$ cat src/rtl/crc_pkg.sv
package crc_pkg;
   typedef enum logic {
      CRC_GEN = 1'b0,
      CRC_CHK = 1'b1
   } crc_mode_e;
endpackage

$ cat src/rtl/crc_divider.sv
// Shift-register divider: cell 0 takes the serial bit XOR feedback, every
// other cell takes its lower neighbour, XORed with feedback where tapped.
module crc_divider #(
   parameter int          W    = 5,
   parameter logic [63:0] POLY = 64'h15
) (
   input  logic         clk,
   input  logic         rst_n,
   input  logic         clr,
   input  logic         shift_en,
   input  logic         din,
   output logic [W-1:0] rem,
   output logic [W-1:0] rem_next
);
   logic [W-1:0] cells;
   logic         fb;

   assign fb = cells[W-1];

   for (genvar i = 0; i < W; i++) begin : g_cell
      if (i == 0) begin : g_entry
         assign rem_next[0] = din ^ fb;
      end else if (POLY[i]) begin : g_tap
         assign rem_next[i] = cells[i-1] ^ fb;
      end else begin : g_wire
         assign rem_next[i] = cells[i-1];
      end
   end

   always_ff @(posedge clk or negedge rst_n) begin
      if (!rst_n) begin
         cells <= '0;
      end else if (clr) begin
         cells <= '0;
      end else if (shift_en) begin
         cells <= rem_next;
      end
   end

   assign rem = cells;
endmodule

$ cat src/rtl/crc_frame_ctl.sv
// Counts qualified bits of one frame, flags the padding slots, closes the frame.
module crc_frame_ctl #(
   parameter int MSG_BITS = 10,
   parameter int N_BITS   = 15
) (
   input  logic clk,
   input  logic rst_n,
   input  logic clr,
   input  logic in_valid,
   input  logic gen_mode,
   output logic take,
   output logic pad_phase,
   output logic last,
   output logic done
);
   localparam int             CW       = $clog2(N_BITS + 1);
   localparam logic [CW-1:0]  LAST_IDX = CW'(N_BITS - 1);
   localparam logic [CW-1:0]  PAD_IDX  = CW'(MSG_BITS);

   logic [CW-1:0] cnt;
   logic          full;

   assign take      = in_valid & ~full & ~clr;
   assign last      = take && (cnt == LAST_IDX);
   assign pad_phase = gen_mode && (cnt >= PAD_IDX);

   always_ff @(posedge clk or negedge rst_n) begin
      if (!rst_n) begin
         cnt  <= '0;
         full <= 1'b0;
         done <= 1'b0;
      end else if (clr) begin
         cnt  <= '0;
         full <= 1'b0;
         done <= 1'b0;
      end else begin
         done <= last;
         if (last) begin
            cnt  <= '0;
            full <= 1'b1;
         end else if (take) begin
            cnt <= cnt + 1'b1;
         end
      end
   end
endmodule

$ cat src/rtl/crc_serial_unit.sv
module crc_serial_unit #(
   parameter int          FCS_W    = 5,
   parameter logic [63:0] POLY     = 64'h15,
   parameter int          MSG_BITS = 10
) (
   input  logic             clk,
   input  logic             rst_n,
   input  logic             clr,
   input  logic             mode,
   input  logic             in_valid,
   input  logic             in_bit,
   output logic [FCS_W-1:0] rem_out,
   output logic             done,
   output logic             crc_err
);
   import crc_pkg::*;

   localparam int N_BITS = MSG_BITS + FCS_W;

   if (FCS_W < 1 || FCS_W > 64) begin : g_bad_width
      $error("crc_serial_unit: FCS_W must lie in 1..64");
   end
   if (MSG_BITS < 1) begin : g_bad_msg
      $error("crc_serial_unit: MSG_BITS must be at least 1");
   end
   if (POLY[0] != 1'b1) begin : g_bad_poly
      $error("crc_serial_unit: divisor must end with a 1 coefficient");
   end

   logic             take, pad_phase, last;
   logic             gen_mode, chk_mode;
   logic             data_bit;
   logic [FCS_W-1:0] rem_next;

   assign gen_mode = (crc_mode_e'(mode) == CRC_GEN);
   assign chk_mode = (crc_mode_e'(mode) == CRC_CHK);
   assign data_bit = pad_phase ? 1'b0 : in_bit;

   crc_frame_ctl #(
      .MSG_BITS (MSG_BITS),
      .N_BITS   (N_BITS)
   ) u_ctl (
      .clk       (clk),
      .rst_n     (rst_n),
      .clr       (clr),
      .in_valid  (in_valid),
      .gen_mode  (gen_mode),
      .take      (take),
      .pad_phase (pad_phase),
      .last      (last),
      .done      (done)
   );

   crc_divider #(
      .W    (FCS_W),
      .POLY (POLY)
   ) u_div (
      .clk      (clk),
      .rst_n    (rst_n),
      .clr      (clr),
      .shift_en (take),
      .din      (data_bit),
      .rem      (rem_out),
      .rem_next (rem_next)
   );

   always_ff @(posedge clk or negedge rst_n) begin
      if (!rst_n) begin
         crc_err <= 1'b0;
      end else if (clr) begin
         crc_err <= 1'b0;
      end else if (last) begin
         crc_err <= chk_mode && (rem_next != '0);
      end
   end
endmodule

$ cat config.mk
export PLATFORM = sky130hd
export DESIGN_NAME = crc_serial_unit
export DESIGN_NICKNAME = d
export VERILOG_FILES = /design/src/rtl/crc_pkg.sv /design/src/rtl/crc_divider.sv /design/src/rtl/crc_frame_ctl.sv /design/src/rtl/crc_serial_unit.sv
export SDC_FILE = /design/constraint.sdc
export NUM_CORES = 1
export LEC_CHECK = 0
export ABC_AREA = 1
export BUFFER_PORTS_ARGS = -buffer_cell sky130_fd_sc_hd__buf_2
export CELL_PAD_IN_SITES_DETAIL_PLACEMENT = 1
export CELL_PAD_IN_SITES_GLOBAL_PLACEMENT = 1
export CORE_AREA = 2 2 46 48
export CTS_CLUSTER_DIAMETER = 120
export DETAILED_ROUTE_END_ITERATION = 10
export DIE_AREA = 0 0 48 50
export GPL_TIMING_DRIVEN = 0
export PLACE_DENSITY_LB_ADDON = 0.1
export SETUP_SLACK_MARGIN = 0.1
export SYNTH_ARGS = -nofsm -noshare
export SYNTH_HDL_FRONTEND = slang
export SYNTH_HIERARCHICAL = 1
export SYNTH_SLANG_ARGS = --single-unit
export TNS_END_PERCENT = 50
$ cat constraint.sdc
create_clock -name clk -period 1.9 [get_ports clk]
set_input_delay 0.285 -clock clk [delete_from_list [all_inputs] [get_ports clk]]
set_output_delay 0.285 -clock clk [all_outputs]
set_load 0.01 [all_outputs]
==> run_results.csv, run 1 <==
group,metric,value,unit
clock_network,cts_setup_buffers,0,
clock_network,postCtsResizedCells,0,
finish,final_util,43.5,%
critical_path,slowest_delay,0.38,ns
place,io_buffers,12,
synthesis,yosys_warnings,6,
critical_path,critical_path_class,"flip-flop to flip-flop",
synthesis,synth_seq_cells,12,
synthesis,synth-xor-area-share,1.25,%
critical_path,startpoint_type,"flip-flop",
flow_run,drv_cap,0,
synthesis,synth_compound_area_share,7.86,%
synthesis,synth_area_leaders,"dfrtp_1 43%, nand2_1 12%, inv_1 7.5%",
power,p_total,0.000478,W
synthesis,yosys.area_share.adder,3.57,%
sta,fmax,613,MHz
route,wire_per_inst,12.0,um
floorplanning,dieArea,0.00240,mm^2
clock_network,cts_num_sinks,12,
clock_network,cts_buffers,3,
critical_path,cp.arrival,1.79,ns
floorplanning,core_area,0.00190,mm^2
synthesis,synth_area,701,um^2
critical_path,cp_cell_sequence,"inv_1 -> ha_1 -> nor2_1 -> a21oi_1 -> nor2_1 -> nand2_1 -> and2_1 -> nor2_1 -> nand3_1 -> nand2_1 -> a21oi_2",
global_route,grt_pass1_vias,649,
sta,skew,0.00125,ns
route,drt_iter0_markers,1,
synthesis,seq_area_frac_synth,42.9,%
critical_path,endpoint_kind,"flip-flop",
sta,tns,0,ns
sta,rsz0062_at_grt,"no",
critical_path,slowest_stage,"dfrtp_1",
route,firstDrtPassIters,2,
critical_path,worst_ep_required_time,2.06,ns
route,viasPerCell,4.74,
synthesis,syn_nets,98,
synthesis,synth-simple-area-share,33.2,%
sta,period_share,85.8,%
clock_network,cts_buffer_depth,2,
global_route,grt_start_max_net_pins,13,
synthesis,synth_top_cell_by_area,"dfrtp_1",
sta,period_needed,1.63,ns
global_route,grt_overflow,0,
critical_path,critPathTopFamily,"simple AND/OR/NAND/NOR gates",
route,drc,0,
synthesis,yosysTopAreaCellShare,42.9,%
sta,setup_viol,0,
worst_hold_path,hold_class,"input port to flip-flop",
clock_network,h-tree-depth,1,
critical_path,path_buf_inv,1,
route,vias,631,
sta,drv_slew,0,
clock_network,clock_latency,0.26,ns
place,hpwl,1280,um
floorplanning,chipHeight,50,um
sta,maxSlewHeadroom,80.5,%
floorplanning,die_w,48,um
synthesis,syn_inst,90,
finish,final_common_cell,"nand2_1",
power,powerDensity,578,mW/mm^2
route,wl,1590,um
sta,worstMarginPinSlew,0.292,ns
run_status,status,"completed",
clock_network,path_clk_slew,0.07,ns
synthesis,synth_top_family_by_area,"simple AND/OR/NAND/NOR gates",
clock_network,cts_tree,"built",
floorplanning,io_pins,13,
floorplanning,core.rowCount,16,
finish,final_nets,116,
floorplanning,initial_utilization,36.8,%
power,peakVddDrop,272,uV
finish,drive_gt1_share,31.1,%
synthesis,synthMuxAreaShare,0,%
place,place.gp.congestion,0.717,
synthesis,synth.distinct_cells,21,
route,ant_nets,0,
global_route,antenna_found_initial,0,
synthesis,avgSynthCellArea,7.79,um^2
finish,layout_common_cells,"23 x nand2_1, 14 x inv_1, 12 x dfrtp_1, 12 x buf_2, 7 x nand3_1",
power,leakagePower,0.467,nW
finish,n_antenna_cell,0,
critical_path,worstPathMaxFanout,3,
critical_path,worst_path_most_repeated_cell,"nor2_1",
global_route,grt_pass1_wl,2710,um
clock_network,cts_root_buffer,"clkbuf_4",
finish,area_growth,18.0,%
global_route,track_usage,16.3,%
sta,finalHoldViolCount,0,
==> kinds of logic after synthesis <==
| group | Yosys count |
|---|---|
| AOI/OAI and AO/OA | 8 |
| DFF | 12 |
| xor gates and xnor gates | 1 |
| and+or+nand+nor | 48 |
| adders and majority gates | 2 |
| buffers and inverters | 19 |
==> where the power goes <==
part	total [W]	internal (W)	switching (W)	leakage, nW
clock	0.000154	0.0000732	0.0000813	0.0138
combinational	0.0000578	0.0000205	0.0000372	0.287
sequential	0.000266	0.000261	0.00000527	0.166
total	0.000478	0.000354	0.000124	0.467
==> area by class of cell <==
| type | count | area (um^2) |
|---|---|---|
| well taps | 27 | 33.8 |
| fillers | 246 | 1070 |
| multi-input cells | 59 | 322 |
| repair buffers | 13 | 70.1 |
| clock buffers | 3 | 22.5 |
| flip-flops and latches | 12 | 300 |
| inverters | 17 | 63.8 |
| plain buffers | 2 | 15.0 |
==> flip-flops by register name, indices dropped and copies added (netlist names) <==
| register | flops |
|---|---|
| u_ctl/cnt | 4 |
| crc_err | 1 |
| u_ctl/full | 1 |
| u_div/rem | 5 |
| u_ctl/done | 1 |
==> final timing paths <==
path	slack, ns	to	start	cells after the start
worst max-delay path	0.27	crc_err$_DFFE_PN0P_	u_ctl/cnt[0]$_DFFE_PN0P_	11
worst min-delay path	0.29	crc_err$_DFFE_PN0P_	mode	3
worst max register to register	0.27	crc_err$_DFFE_PN0P_	u_ctl/cnt[0]$_DFFE_PN0P_	11
worst min register to register	0.55	u_div/rem[2]$_DFFE_PN0P_	u_div/rem[2]$_DFFE_PN0P_	2
max in group asynchronous	1.23	u_div/rem[2]$_DFFE_PN0P_	rst_n	2
min in group asynchronous	0.44	u_ctl/cnt[2]$_DFFE_PN0P_	rst_n	2
==> Yosys cell counts <==
library cell	n
xor2_1	1
nand2_2	3
nand2_1	23
and2_1	3
buf_4	2
dfrtp_1	12
nand3_2	1
nor2_4	1
o21ai_0	2
a21oi_2	1
a21oi_1	1
nand4_1	1
inv_1	14
nor2_1	4
o21ai_2	2
ha_1	2
o22ai_1	1
inv_2	3
nor2_2	5
nand3_1	7
o21bai_1	1
==> routing by layer <==
metal	vias to the layer above	share of wire (%)	GRT usage, %
met5	-	0	0
met4	0	1.8	9.91
met3	4	1.9	3.66
met2	9	55	27.3
met1	310	41	17.5
li1	308	-	-
==> metrics by stage <==
| step | cell area, um^2 | setup WS [ns] | hold slack [ns] | std cells |
|---|---|---|---|---|
| 3_3_place_gp | 795 | 0.307 | 0.190 | 129 |
| 2_1_floorplan | 701 | 0.445 | -0.0106 | 90 |
| 5_1_grt | 827 | 0.106 | 0.285 | 133 |
| 6_report | 827 | 0.270 | 0.295 | 133 |
| 3_5_place_dp | 795 | 0.250 | 0.185 | 129 |
| 4_1_cts | 827 | 0.228 | 0.283 | 133 |
==> repair_timing <==
item | CTS | global route
hold buffers | 1 | 0
endpoints found under the hold margin | 12 | 0
endpoints found under the setup margin | 0 | 1
==> worst register-to-register path: cells and delay by family, from the launching register on <==
kind	cells	cell delay, ns
adders and majority gates	1	0.23
AOI/OAI and AO/OA	2	0.12
buffers and inverters	1	0.08
and+or+nand+nor	7	0.72
DFF	1	0.38
Power figures use the tool's default switching activity.
==> inputs of run 2 (changes only) <==
--- a/config.mk
+++ b/config.mk
@@ -9,10 +9,11 @@
 export BUFFER_PORTS_ARGS = -buffer_cell sky130_fd_sc_hd__buf_2
 export CELL_PAD_IN_SITES_DETAIL_PLACEMENT = 1
 export CELL_PAD_IN_SITES_GLOBAL_PLACEMENT = 1
-export CORE_AREA = 2 2 46 48
+export CORE_AREA = 2 2 45 47
+export CTS_BUF_LIST = sky130_fd_sc_hd__clkbuf_8
 export CTS_CLUSTER_DIAMETER = 120
 export DETAILED_ROUTE_END_ITERATION = 10
-export DIE_AREA = 0 0 48 50
+export DIE_AREA = 0 0 47 49
 export GPL_TIMING_DRIVEN = 0
 export PLACE_DENSITY_LB_ADDON = 0.1
 export SETUP_SLACK_MARGIN = 0.1
==> run_results.csv, run 2 (same netlist as run 1, synthesis figures left out) <==
group,metric,value,unit
route,ant_nets,0,
power,p_total,0.000612,W
sta,rsz0062_at_grt,"no",
global_route,grt_overflow,0,
global_route,track_usage,17.0,%
route,drt_iter0_markers,4,
flow_run,drv_cap,0,
power,leakagePower,0.485,nW
route,wl,1540,um
run_status,status,"completed",
finish,drive_gt1_share,34.3,%
clock_network,path_clk_slew,0.06,ns
route,firstDrtPassIters,2,
sta,period_share,85.6,%
route,vias,613,
critical_path,critical_path_class,"flip-flop to flip-flop",
critical_path,startpoint_type,"flip-flop",
floorplanning,chipHeight,49,um
place,hpwl,1150,um
sta,drv_slew,0,
worst_hold_path,hold_class,"input port to flip-flop",
global_route,grt_pass1_vias,627,
place,place_area,795,um^2
finish,final_common_cell,"nand2_1",
finish,stdcell_area,872,um^2
sta,maxSlewHeadroom,80.8,%
place,place_inst,129,
sta,tns,0,ns
clock_network,cts_buffers,3,
finish,final_nets,117,
finish,area_growth,24.5,%
floorplanning,io_pins,13,
clock_network,clock_latency,0.24,ns
floorplanning,dieArea,0.00230,mm^2
clock_network,cts_tree,"built",
power,powerDensity,702,mW/mm^2
critical_path,worstPathMaxFanout,3,
route,wire_per_inst,11.4,um
critical_path,endpoint_kind,"flip-flop",
clock_network,cts_root_buffer,"clkbuf_8",
finish,n_antenna_cell,0,
sta,period_needed,1.63,ns
route,drc,0,
global_route,grt_start_max_net_pins,13,
power,peakVddDrop,391,uV
place,io_buffers,12,
sta,skew,0.00243,ns
sta,finalHoldViolCount,0,
sta,setup_viol,0,
finish,layout_common_cells,"23 x nand2_1, 14 x inv_1, 12 x dfrtp_1, 12 x buf_2, 7 x nand3_1",
sta,worstMarginPinSlew,0.288,ns
finish,largest_reg_flops,5,
place,place.gp.congestion,0.769,
finish,fin_cells,135,
floorplanning,die_w,47,um
clock_network,cts_buffer_depth,2,
floorplanning,initial_utilization,38.0,%
floorplanning,core_area,0.00184,mm^2
global_route,grt_pass1_wl,2770,um
global_route,antenna_found_initial,0,
critical_path,worst_ep_required_time,2.03,ns
route,viasPerCell,4.54,
clock_network,cts_num_sinks,12,
sta,fmax,615,MHz
floorplanning,core.rowCount,16,
clock_network,h-tree-depth,1,
critical_path,cp.arrival,1.76,ns
==> run 2: where the power goes <==
| group | leakage [nW] | internal (W) | switching, W |
|---|---|---|---|
| registers | 0.166 | 0.000261 | 0.00000518 |
| logic | 0.290 | 0.0000237 | 0.0000387 |
| clock network | 0.0288 | 0.000183 | 0.0000998 |
| total | 0.485 | 0.000468 | 0.000144 |
==> run 2: timing repair <==
| action | in CTS | in global routing |
|---|---|---|
| setup buffers | 0 | 1 |
| resized for setup | 0 | 2 |
| endpoints found under the setup margin | 0 | 1 |
| hold endpoints to repair | 12 | 0 |
| hold buffers | 1 | 0 |
==> run 2: layout make-up <==
class                   count  area, um^2
fillers                   249         970
multi-input cells          59         327
flip-flops and latches     12         300
repair buffers             14        77.6
inverters                  17        63.8
clock buffers               4        55.1
well taps                  27        33.8
plain buffers               2        15.0
==> run 2: worst paths after layout <==
kind                                           from  cells past startpoint  slack [ns]                       end
max                        u_ctl/cnt[0]$_DFFE_PN0P_                     12        0.27       crc_err$_DFFE_PN0P_
min                                            mode                      3        0.34       crc_err$_DFFE_PN0P_
max reg2reg                u_ctl/cnt[0]$_DFFE_PN0P_                     12        0.27       crc_err$_DFFE_PN0P_
min reg2reg                  u_ctl/full$_DFFE_PN0P_                      2        0.53    u_ctl/full$_DFFE_PN0P_
max in group asynchronous                     rst_n                      2        1.22  u_div/rem[0]$_DFFE_PN0P_
min in group asynchronous                     rst_n                      2        0.45    u_ctl/full$_DFFE_PN0P_
==> run 2: worst max-delay path, cell delays in order (launching register included) <==
cell     delay, ns
dfrtp_1       0.39
inv_1         0.11
ha_2          0.20
nor2_1        0.04
a21oi_1       0.12
nor2_1        0.06
inv_1         0.05
nand2_1       0.05
and2_1        0.14
nor2_2        0.11
nand3_1       0.08
nand2_1       0.10
a21oi_2       0.05
==> run 2: metrics by stage <==
step                hold WS (ns)  util, %  worst slack, ns
floorplan                -0.0106        -            0.445
global placement           0.184     43.1            0.274
detailed placement         0.183     43.1            0.247
CTS                        0.322     46.7            0.240
global route               0.331     47.4           0.0771
finish                     0.336     47.4            0.273
==> run 2: routing by layer <==
| metal | track usage [%] | share of wire, % |
|---|---|---|
| met5 | 0 | 0 |
| met4 | 9.72 | 1.9 |
| met3 | 3.33 | 3.4 |
| met2 | 23.1 | 47 |
| met1 | 24.4 | 48 |
